==> config.mk <==
export PLATFORM = sky130hd
export DESIGN_NAME = keyed_regbank
export DESIGN_NICKNAME = d
export VERILOG_FILES = /design/src/rtl/keyed_regbank_pkg.sv /design/src/rtl/keyed_regbank_decode.sv /design/src/rtl/keyed_regbank_guard.sv /design/src/rtl/keyed_regbank_lanereg.sv /design/src/rtl/keyed_regbank.sv
export SDC_FILE = /design/constraint.sdc
export NUM_CORES = 1
export LEC_CHECK = 0
export ABC_AREA = 1
export BUFFER_PORTS_ARGS = -buffer_cell sky130_fd_sc_hd__buf_2
export CORE_MARGIN = 2
export CORE_UTILIZATION = 60
export DETAILED_ROUTE_END_ITERATION = 12
export PLACE_DENSITY = 0.83
export SYNTH_ARGS = -nofsm -noshare
export SYNTH_HDL_FRONTEND = slang
export SYNTH_HIERARCHICAL = 1
export SYNTH_SLANG_ARGS = --single-unit
==> constraint.sdc <==
create_clock -name clk -period 4.1 [get_ports clk]
set_clock_uncertainty 0.2 [all_clocks]
set_input_delay 0.41 -clock clk [delete_from_list [all_inputs] [get_ports clk]]
set_output_delay 0.41 -clock clk [all_outputs]
set_load 0.05 [all_outputs]
==> src/rtl/keyed_regbank_pkg.sv <==
package keyed_regbank_pkg;
  localparam int DW = 16;
  localparam int BW = 8;
  localparam logic [BW-1:0] UNLOCK_KEY = 8'hA5;
  localparam logic [BW-1:0] CTL_HI_RD  = 8'h96;
  localparam logic [BW-1:0] CTL_LO_RST = 8'h60;
  localparam int OFS_CTL = 'h00;
  localparam int OFS_IFG = 'h0A;
  localparam int OFS_PM5 = 'h10;

  typedef struct packed {
    logic ctl_lo;
    logic ctl_hi;
    logic ifg_lo;
    logic ifg_hi;
    logic pm5_lo;
    logic pm5_hi;
  } lanes_t;
endpackage

==> src/rtl/keyed_regbank_decode.sv <==
module keyed_regbank_decode
  import keyed_regbank_pkg::*;
#(
  parameter int ADDR_W = 5
) (
  input  logic [ADDR_W-1:0] addr,
  input  logic              word,
  output lanes_t            hit
);
  function automatic logic [1:0] lane_hit(input logic [ADDR_W-1:0] a,
                                          input logic w, input int base);
    logic [1:0] r;
    r = 2'b00;
    if (w) begin
      if (int'(a) == base) r = 2'b11;
    end else begin
      if (int'(a) == base)     r = 2'b01;
      if (int'(a) == base + 1) r = 2'b10;
    end
    return r;
  endfunction

  logic [1:0] h_ctl, h_ifg, h_pm5;

  always_comb begin
    h_ctl = lane_hit(addr, word, OFS_CTL);
    h_ifg = lane_hit(addr, word, OFS_IFG);
    h_pm5 = lane_hit(addr, word, OFS_PM5);
    hit.ctl_lo = h_ctl[0];
    hit.ctl_hi = h_ctl[1];
    hit.ifg_lo = h_ifg[0];
    hit.ifg_hi = h_ifg[1];
    hit.pm5_lo = h_pm5[0];
    hit.pm5_hi = h_pm5[1];
  end
endmodule

==> src/rtl/keyed_regbank_guard.sv <==
module keyed_regbank_guard
  import keyed_regbank_pkg::*;
(
  input  logic          clk,
  input  logic          rst,
  input  logic          wr_en,
  input  logic          word,
  input  lanes_t        hit,
  input  logic [DW-1:0] wdata,
  output logic          unlocked,
  output logic          rst_req,
  output lanes_t        commit
);
  logic key_ok, ctl_word, ifg_any, viol, live, active;

  always_comb begin
    key_ok   = word ? (wdata[DW-1:BW] == UNLOCK_KEY) : (wdata[BW-1:0] == UNLOCK_KEY);
    active   = wr_en && !rst_req;
    ctl_word = hit.ctl_hi && word;
    ifg_any  = hit.ifg_lo || hit.ifg_hi;
    viol     = active && ((ctl_word && !key_ok) || (ifg_any && !unlocked));
    live     = active && !viol;
    commit.ctl_lo = live && hit.ctl_lo && (unlocked || (word && key_ok));
    commit.ctl_hi = 1'b0;
    commit.ifg_lo = live && hit.ifg_lo && unlocked;
    commit.ifg_hi = live && hit.ifg_hi && unlocked;
    commit.pm5_lo = live && hit.pm5_lo;
    commit.pm5_hi = live && hit.pm5_hi;
  end

  always_ff @(posedge clk) begin
    if (rst) rst_req <= 1'b0;
    else     rst_req <= viol;
  end

  always_ff @(posedge clk) begin
    if (rst || rst_req)            unlocked <= 1'b0;
    else if (active && hit.ctl_hi) unlocked <= key_ok && !viol;
  end
endmodule

==> src/rtl/keyed_regbank_lanereg.sv <==
module keyed_regbank_lanereg
  import keyed_regbank_pkg::*;
#(
  parameter int            NLANE   = DW / BW,
  parameter logic [DW-1:0] RST_VAL = '0
) (
  input  logic             clk,
  input  logic             clr,
  input  logic [NLANE-1:0] we,
  input  logic             word,
  input  logic [DW-1:0]    wdata,
  output logic [DW-1:0]    q
);
  for (genvar g = 0; g < NLANE; g++) begin : g_lane
    always_ff @(posedge clk) begin
      if (clr)        q[g*BW +: BW] <= RST_VAL[g*BW +: BW];
      else if (we[g]) q[g*BW +: BW] <= word ? wdata[g*BW +: BW] : wdata[BW-1:0];
    end
  end
endmodule

==> src/rtl/keyed_regbank.sv <==
module keyed_regbank
  import keyed_regbank_pkg::*;
#(
  parameter int ADDR_W = 5
) (
  input  logic              clk,
  input  logic              rst,
  input  logic [ADDR_W-1:0] addr,
  input  logic              word,
  input  logic              wr_en,
  input  logic [DW-1:0]     wdata,
  output logic [DW-1:0]     rdata,
  output logic              rst_req
);
  lanes_t        hit, commit;
  logic          unlocked, clr;
  logic [BW-1:0] ctl_lo;
  logic [DW-1:0] ifg_q, pm5_q, rd_word, rd_next;

  keyed_regbank_decode #(.ADDR_W(ADDR_W)) u_dec (
    .addr(addr), .word(word), .hit(hit)
  );

  keyed_regbank_guard u_guard (
    .clk(clk), .rst(rst), .wr_en(wr_en), .word(word), .hit(hit),
    .wdata(wdata), .unlocked(unlocked), .rst_req(rst_req), .commit(commit)
  );

  assign clr = rst || rst_req;

  always_ff @(posedge clk) begin
    if (clr)              ctl_lo <= CTL_LO_RST;
    else if (commit.ctl_lo) ctl_lo <= wdata[BW-1:0];
  end

  keyed_regbank_lanereg #(.RST_VAL(16'h0000)) u_ifg (
    .clk(clk), .clr(clr), .we({commit.ifg_hi, commit.ifg_lo}),
    .word(word), .wdata(wdata), .q(ifg_q)
  );

  keyed_regbank_lanereg #(.RST_VAL(16'h0000)) u_pm5 (
    .clk(clk), .clr(clr), .we({commit.pm5_hi, commit.pm5_lo}),
    .word(word), .wdata(wdata), .q(pm5_q)
  );

  always_comb begin
    rd_word = '0;
    if (hit.ctl_lo || hit.ctl_hi) rd_word = {CTL_HI_RD, ctl_lo};
    if (hit.ifg_lo || hit.ifg_hi) rd_word = ifg_q;
    if (hit.pm5_lo || hit.pm5_hi) rd_word = pm5_q;
    if (word)
      rd_next = rd_word;
    else if (hit.ctl_hi || hit.ifg_hi || hit.pm5_hi)
      rd_next = {{BW{1'b0}}, rd_word[DW-1:BW]};
    else
      rd_next = {{BW{1'b0}}, rd_word[BW-1:0]};
  end

  always_ff @(posedge clk) begin
    if (rst) rdata <= '0;
    else     rdata <= rd_next;
  end
endmodule

Word level (Yosys, flattened, before mapping)
Cells that the tools add are included.
- mux-type cells: 19
- reduce and logical (&&, ||, !) cells: 30
- eq/ne operators: 7
- operators by type and width (cell ; number):
    $mux 16 ; 4
    $eq 5x5->1 const B ; 4
    $mux 2 ; 9
    $logic_and 1x1->1 ; 17
    $eq 8x8->1 const B ; 2
    $mux 8 ; 2
    $logic_or 1x1->1 ; 8
    $eq 5x2->1 const B ; 1
    $logic_not 5->1 ; 1
    $logic_not 1->1 ; 4
    $mux 1 ; 4
- input port bits: 25
- register bits: 58

Longest topological paths before layout
Gate-level depths: netlist (run 1).
- depth after elaboration: 12
- mapped depth: 15
- mapped depth without buffers: 13

By module
Netlist (run 1), hierarchy kept.
- by module, submodules not included (module ; cells each ; area each (µm²) ; instances):
    keyed_regbank_lanereg ; 104 ; 726.9 ; 2
    keyed_regbank ; 174 ; 1173.6 ; 1
    keyed_regbank_guard ; 56 ; 287.8 ; 1
    keyed_regbank_decode ; 20 ; 102.6 ; 1

Worst setup path after synthesis (run 1)
No wires, ideal clock.
- kind: input port to flip-flop
- from: in addr[4]
- to: reg ctl_lo[0]
- arrival time: 1.717 ns
- setup time: 0.070 ns
- slack: 2.114 ns
- required time: 3.830 ns
- stages: 10
- cells stage by stage: inv_1 > nand4_1 > nor2_1 > o21ai_2 > nand3_4 > nor2_1 > clkbuf_1 > inv_1 > o21ai_0 > a21oi_1
- RTL lines (what ; RTL line ; text):
    start: declaration ; keyed_regbank.sv:8 ; input logic [ADDR_W-1:0] addr,
    end signal: assignment ; keyed_regbank.sv:33 ; else if (commit.ctl_lo) ctl_lo <= wdata[BW-1:0];
    end: declaration ; keyed_regbank.sv:17 ; logic [BW-1:0] ctl_lo;

==> results.md, run 1 <==
- The run finished with clean final reports.
- IR analysis of the VDD net gives a maximum drop of 0.2506 mV.
- The average wire length per cell after detail routing is 12.67 um.
- STA classifies the critical path startpoint as a primary input.
- The cell area that synthesis handed to floorplanning was 3007 um^2.
- The arrival time reported for the critical path endpoint is 2.37 ns.
- The headroom to the max-slew limit is 0.2563.
- The routed design could run at a clock period as short as 2.394 ns.
- Entering global routing, the biggest net connects 36 pins.
- The residual overflow from global routing is 0.
- The most frequent standard cell in the layout excluding fill and tap cells is nand2_1.
- The routability congestion estimate from global placement is 0.9467.
- The cell class contributing the biggest share of worst-path delay is simple AND/OR/NAND/NOR gates.
- Once layout is complete, the utilization of the core stands at 0.6991.
- The total number of clock tree sinks is 58.
- For this run, global-route usage on met3 was measured as 0.08568.
- The final clock period utilization by the worst path is 0.5838.
- The source-to-sink clock delay at the later pin of the worst-skew pair is 0.34 ns.
- The dominant cell type by count on the critical path is nor2_1.
- The pre-CTS setup slack is 1.387 ns.
- The final worst setup slack is 1.706 ns.
- Final hold analysis gives a worst-case slack of 0.1843 ns.
- The horizontal die dimension is 74.79 um.
- In the routed design, unresolved DRC markers number 0.
- The cell area power density is 355.4 nW/um^2.
- Data on the critical path is required at its endpoint by 4.08 ns.
- The average via count per standard cell is 5.193.
- The total number of H-tree levels is 3.
- 42 I/O pins were placed.
- The estimated wirelength of the detail-placed design is 5.199 mm.
- The top cell types in the final layout, fill and taps aside, are nand2_1 (142), nor2_1 (70), inv_1 (62).
- Clock tree synthesis inserted a total of 9 buffers.
- The number of standard cells after synthesis is 456.
- The count of buffers added on input and output ports is 41.
- The number of DRC markers after the initial detailed-route iteration is 339.
- The slowest stage cell on the critical path is nor2_1.
- For this run, global-route usage on met1 was measured as 0.3771.
- The hold buffer count at CTS is 0.
- The number of antenna diodes in the final layout is 0.
- Derived from the worst setup path, the maximum achievable clock frequency is 417.8 MHz.
- In the final layout, the share of cells above drive strength 1 is 0.1643.
- STA classifies the critical path endpoint as a flip-flop.
- The number of max-cap violations is 0.
- The total length of routed wires is 7.174 mm.
- The routed layout has 2,939 vias.
- The floorplan step defined a core boundary enclosing 4786 um^2.
- Once detail routing completed, the nets flagged for antenna violations numbered 0.
- The count of endpoints failing hold in the final timing report is 0.
- For this run, global-route usage on met2 was measured as 0.4592.
- The standard-cell row count is 25.
- The classification of the worst setup path is primary input to flip-flop.
- The critical path goes through buf_2, xnor2_1, nor2_1, o21ai_2, nand3_4, nor2_1, inv_2, nand2_1, a21oi_1.
- For the pin with the worst max-slew slack, the measured transition is 1.114 ns.
- The number of gates resized after cts is 0.
- The delay of the slowest cell on the worst path is 0.48 ns.
- The floorplan step defined a die boundary enclosing 5594 um^2.
- Across every metal layer, demand over resource in global routing totals 0.2912.
- The final layout contains 520 nets.
- Yosys printed 6 warnings.
- The clock passes through at most 2 buffers.
- The leakage component of the power is 1.624 nW.
- The number of max-slew violations in the final report is 0.
- Clock-pin slew was measured on the worst setup and hold paths at 0.06 ns.
- The cell chosen for the clock root is clkbuf_8.
- The number of setup buffers added after CTS is 0.
- Setup total negative slack on the finished layout was measured at 0 ns.
- The class of the most critical hold timing path is primary input to flip-flop.
- Counting every net in the synthesized netlist gives 481.
- The clock tree from TritonCTS is built.
- Relative to the synthesized area, the layout overhead comes to 11.28%.
- The number of antenna violations at the first check in global routing is 0.
- The critical path contains buffers and inverters numbering 2 combined.
- The via count of the first global-routing pass is 2,720.
- The routing layer with the top usage in global route is met2.
- In this run the mean area of a mapped cell was 6.593 um^2.
- In this run the worst path has a maximum fanout of 26.
- The iteration count of the initial detailed-routing pass is 5.
- The number of setup violations in the final report is 0.
- The first global-routing pass estimated 12.21 mm of wire.
- Setup repair after global routing left no endpoint under its margin.
- For this configuration, the core starts out at a cell density of 0.6282.
- The y dimension of the die is 74.79 um.
-- stage by stage --
stage	total power, mW	cell area, um^2	instances
floorplan	0.6596	3007	456
global placement	0.6907	3161	551
detailed placement	0.6932	3161	551
CTS	1.193	3346	566
global route	1.233	3346	566
finish	1.189	3346	566
-- flip-flops by register name, indices dropped and copies added, names as in the netlist --
register	flops
u_guard/rst_req	1
u_pm5/q	16
u_guard/unlocked	1
u_ifg/q	16
rdata	16
ctl_lo	8
-- layer usage --
metal / up-vias / part of all wire
li1: 1474 / -
met1: 1327 / 0.43
met2: 115 / 0.47
met3: 23 / 0.069
met4: 0 / 0.028
met5: - / 0
-- where the power goes --
part	switching, mW	internal, mW	total [mW]
Sequential	0.00265	0.570	0.572
Combinational	0.0799	0.0313	0.111
Clock	0.214	0.292	0.506
Total	0.296	0.893	1.19
-- layout make-up --
| class | instances | area, um^2 |
|---|---|---|
| Fill cell | 413 | 1440 |
| Multi-Input combinational cell | 315 | 1435 |
| Clock buffer | 12 | 145.1 |
| Sequential cell | 58 | 1161 |
| Clock inverter | 3 | 40.04 |
| Inverter | 68 | 260.3 |
| Timing Repair Buffer | 43 | 220.2 |
| Tap cell | 67 | 83.83 |
-- tightest hold or removal path, delay by kind of cell --
family,cells,cell delay (ns)
compound gates,1,0.03
buf+inv,1,0.12
simple gates,1,0.12
-- final timing paths --
kind / start / endpoint / slack (ns) / cells past startpoint
max reg2reg: u_guard/rst_req$_SDFF_PP0_ / u_ifg/q[12]$_SDFFE_PP0P_ / 2.19 / 5
max: word / u_ifg/q[5]$_SDFFE_PP0P_ / 1.71 / 9
min: rst / u_guard/rst_req$_SDFF_PP0_ / 0.18 / 3
min reg2reg: ctl_lo[0]$_SDFFE_PP0P_ / ctl_lo[0]$_SDFFE_PP0P_ / 0.26 / 2
(Power assumes the default switching activity.)
==> run 2, diff against run 1 <==
- CORE_UTILIZATION: 60 -> 52
- PLACE_DENSITY: 0.83 -> 0.76
- clock period: 4.1 -> 1.94 ns (I/O delays scaled with it)
==> run 2 against run 1 <==
  * Worst setup slack worse by 1.4 ns
  * Die area is 15% higher
  * Routed wire length is 6.0% higher
  * Critical path depth stayed put
  * Power is 130% higher
  * Global-route usage is 3.4 points lower
  * Clock-buffer cell count stayed put
  * Register-to-register slack worse by 1.8 ns
  * Final area is 8.0% higher
  * Utilization is 4.7 points lower
==> results.md, run 2 (same netlist as run 1, synthesis figures left out) <==
- The headroom to the max-slew limit is 0.7074 (+0.4511).
- The first-pass GRT wire length was 12.77 mm (+4.5%).
- The count of endpoints failing hold in the final timing report was 0 (unchanged).
- The number of gates resized after cts is 0 (unchanged).
- The type of destination of the critical path is a flip-flop.
- The highest attainable clock frequency is 596.6 MHz.
- The worst path required time is 1.97 ns (-2.11 ns).
- The source-to-sink clock delay at the later pin of the worst-skew pair is 0.33 ns (about the same).
- The delay of the slowest cell on the worst path came to 0.53 ns (+0.05 ns).
- The TritonCTS buffer count is 9 (unchanged).
- CTS placed an instance of clkbuf_8 at the clock tree root.
- The maximum root-to-sink buffer count is 2 (unchanged).
- Setup repair after global routing left no endpoint under its margin.
- The via total after detailed routing is 3,029 (+3.1%).
- The transition time at the pin with the least slew margin is 0.4374 ns (-0.6770 ns).
- The final routed DRC violation total is 0 (unchanged).
- The number of top-level design ports came to 42 (unchanged).
- The number of max-slew violations in the final report was 0 (unchanged).
- The layout cell share with drive strength beyond 1 is 0.1917 (+0.02732).
- The total number of H-tree levels is 3 (unchanged).
- Of the available clock period, the critical path in the final layout requires 0.8640.
- The post-CTS clock slew at the launch and capture registers of the worst setup and hold paths is 0.07 ns (about the same).
- TritonCTS built the clock tree.
- The final sum of negative setup slack is 0 ns (unchanged).
- The routability congestion estimate from global placement was 0.9398 (-0.73%).
- The flow ran to the end, and the final reports show no timing, DRC or antenna violations.
- The top cell types in the final layout, fill and taps aside, are nand2_1 (142), nor2_1 (70), inv_1 (62).
- The arrival time reported for the critical path endpoint was 1.71 ns (-0.66 ns).
- The starting density of the core is 0.5427 (-0.08555).
- The number of setup violations in the final report is 0 (unchanged).
- The number of nets in the layout is 547 (+5.2%).
- The type of origin of the critical path is a primary input.
- The worst-case vdd ir drop is 0.5616 mV (+120%).
- The post-synthesis to final-layout area growth is 20.14%.
- The hold slack is 0.01344 ns (-0.1709 ns).
- The share of the core filled with cells in the final layout is 0.6520 (-0.04710).
- The count of antenna diodes in the layout is 0 (unchanged).
- The standard-cell row count was 27 (+8.0%).
- The residual overflow from global routing is 0 (unchanged).
- The total global routing track utilization was 0.2574 (-0.03373).
- The number of max-cap violations is 0 (unchanged).
- The y dimension of the die is 80.04 um (+7.0%).
- The final standard cell count with taps included and fillers excluded was 599 (+5.8%).
- The post-layout minimum cycle time is 1.676 ns.
- The horizontal die dimension is 80.04 um (+7.0%).
- The path class of the tightest hold or removal check is primary input to flip-flop.
- The number of cells after detailed placement is 574 (+4.2%).
- The leakage component of the power is 1.760 nW (+8.4%).
- The classification of the worst setup path is primary input to flip-flop.
- The estimated wirelength of the detail-placed design was 5.449 mm (+4.8%).
- The number of DRC markers after the initial detailed-route iteration is 318 (-6.2%).
- The total number of clock tree sinks came to 58 (unchanged).
- The number of I/O port buffers is 41 (unchanged).
- The maximum net fanout on the critical path is 35 (+35%).
- The final antenna-violating net count is 0 (unchanged).
- The cell class contributing the biggest share of worst-path delay is buffers and inverters.
- For this design, the slowest cell found on the critical path is dlygate4sd3_1.
- Traced cell by cell, the critical path runs through dlygate4sd3_1, buf_2, nor2_1, buf_4, inv_1, buf_4, nor2_1, nand2_1, inv_1.
- The number of antenna violations at the first check in global routing is 0 (unchanged).
- The number of buffers and inverters on the critical path came to 6 (+4).
- Leaving out fill and tap cells, the most frequent cell in the layout is nand2_1.
- The average wire length per cell after detail routing is 12.69 um (+0.11%).
- The largest registers in the layout are rdata x16, u_ifg/q x16, u_pm5/q x16.
- The full die area is 6406 um^2 (+15%).
- The total length of routed wires is 7.601 mm (+6.0%).
- The average via count per standard cell was 5.057 (-2.6%).
- The via count of the first global-routing pass is 2,792 (+2.6%).
- The largest net degree at the start of global routing is 36 (unchanged).
- The iteration count of the initial detailed-routing pass came to 5 (unchanged).
- The cell area power density is 751.6 nW/um^2 (+110%).
- The standard cell core area is 5540 um^2 (+16%).
==> run 2: final cells by class <==
class / count / area, um^2
Clock inverter: 4 / 75.07
Tap cell: 72 / 90.09
Clock buffer: 12 / 145.1
Inverter: 68 / 260.3
Multi-Input combinational cell: 315 / 1435
Timing Repair Buffer: 70 / 445.4
Fill cell: 515 / 1928
Sequential cell: 58 / 1161
==> run 2: power by group <==
part           leakage [nW]  switching, mW  internal (mW)
clock                 0.103          0.475          0.759
combinational          1.19          0.177         0.0947
sequential            0.468        0.00543           1.20
total                  1.76          0.658           2.06
==> run 2: metrics by stage <==
stage	power (mW)	cell area, um^2	setup slack (ns)
floorplan	1.394	3007	0.1397
detailed placement	1.486	3302	0.005128
global placement	1.482	3302	0.06217
global route	2.806	3612	0.1536
CTS	2.722	3612	0.2991
finish	2.715	3612	0.2639
==> run 2: timing repair <==
item	4_1_cts	5_1_grt
endpoints found under the hold margin	15	0
hold buffers	9	0
buffers inserted	0	0
==> run 2: final timing paths <==
path | from | to | slack, ns | cells after the start
max | rst | u_ifg/q[12]$_SDFFE_PP0P_ | 0.26 | 9
min | wdata[9] | u_ifg/q[9]$_SDFFE_PP0P_ | 0.01 | 5
max reg2reg | u_guard/rst_req$_SDFF_PP0_ | u_pm5/q[12]$_SDFFE_PP0P_ | 0.34 | 10
min reg2reg | u_pm5/q[7]$_SDFFE_PP0P_ | u_pm5/q[7]$_SDFFE_PP0P_ | 0.26 | 2
==> run 2: worst register-to-register path, cell delays in order (launching register included) <==
cell     delay (ns)
dfxtp_1        0.33
inv_1          0.06
nand2_1        0.07
inv_1          0.10
nand3_4        0.10
nor2_1         0.21
buf_4          0.21
nor2_1         0.08
nor2_1         0.10
nand2_1        0.06
inv_1          0.04
==> run 2: layer usage <==
layer / up-vias / track usage / routed length (um)
li1: 1529 / - / -
met1: 1356 / 0.3535 / 3522
met2: 123 / 0.3875 / 3407
met3: 21 / 0.04525 / 509
met4: 0 / 0.1271 / 162
met5: - / 0 / 0
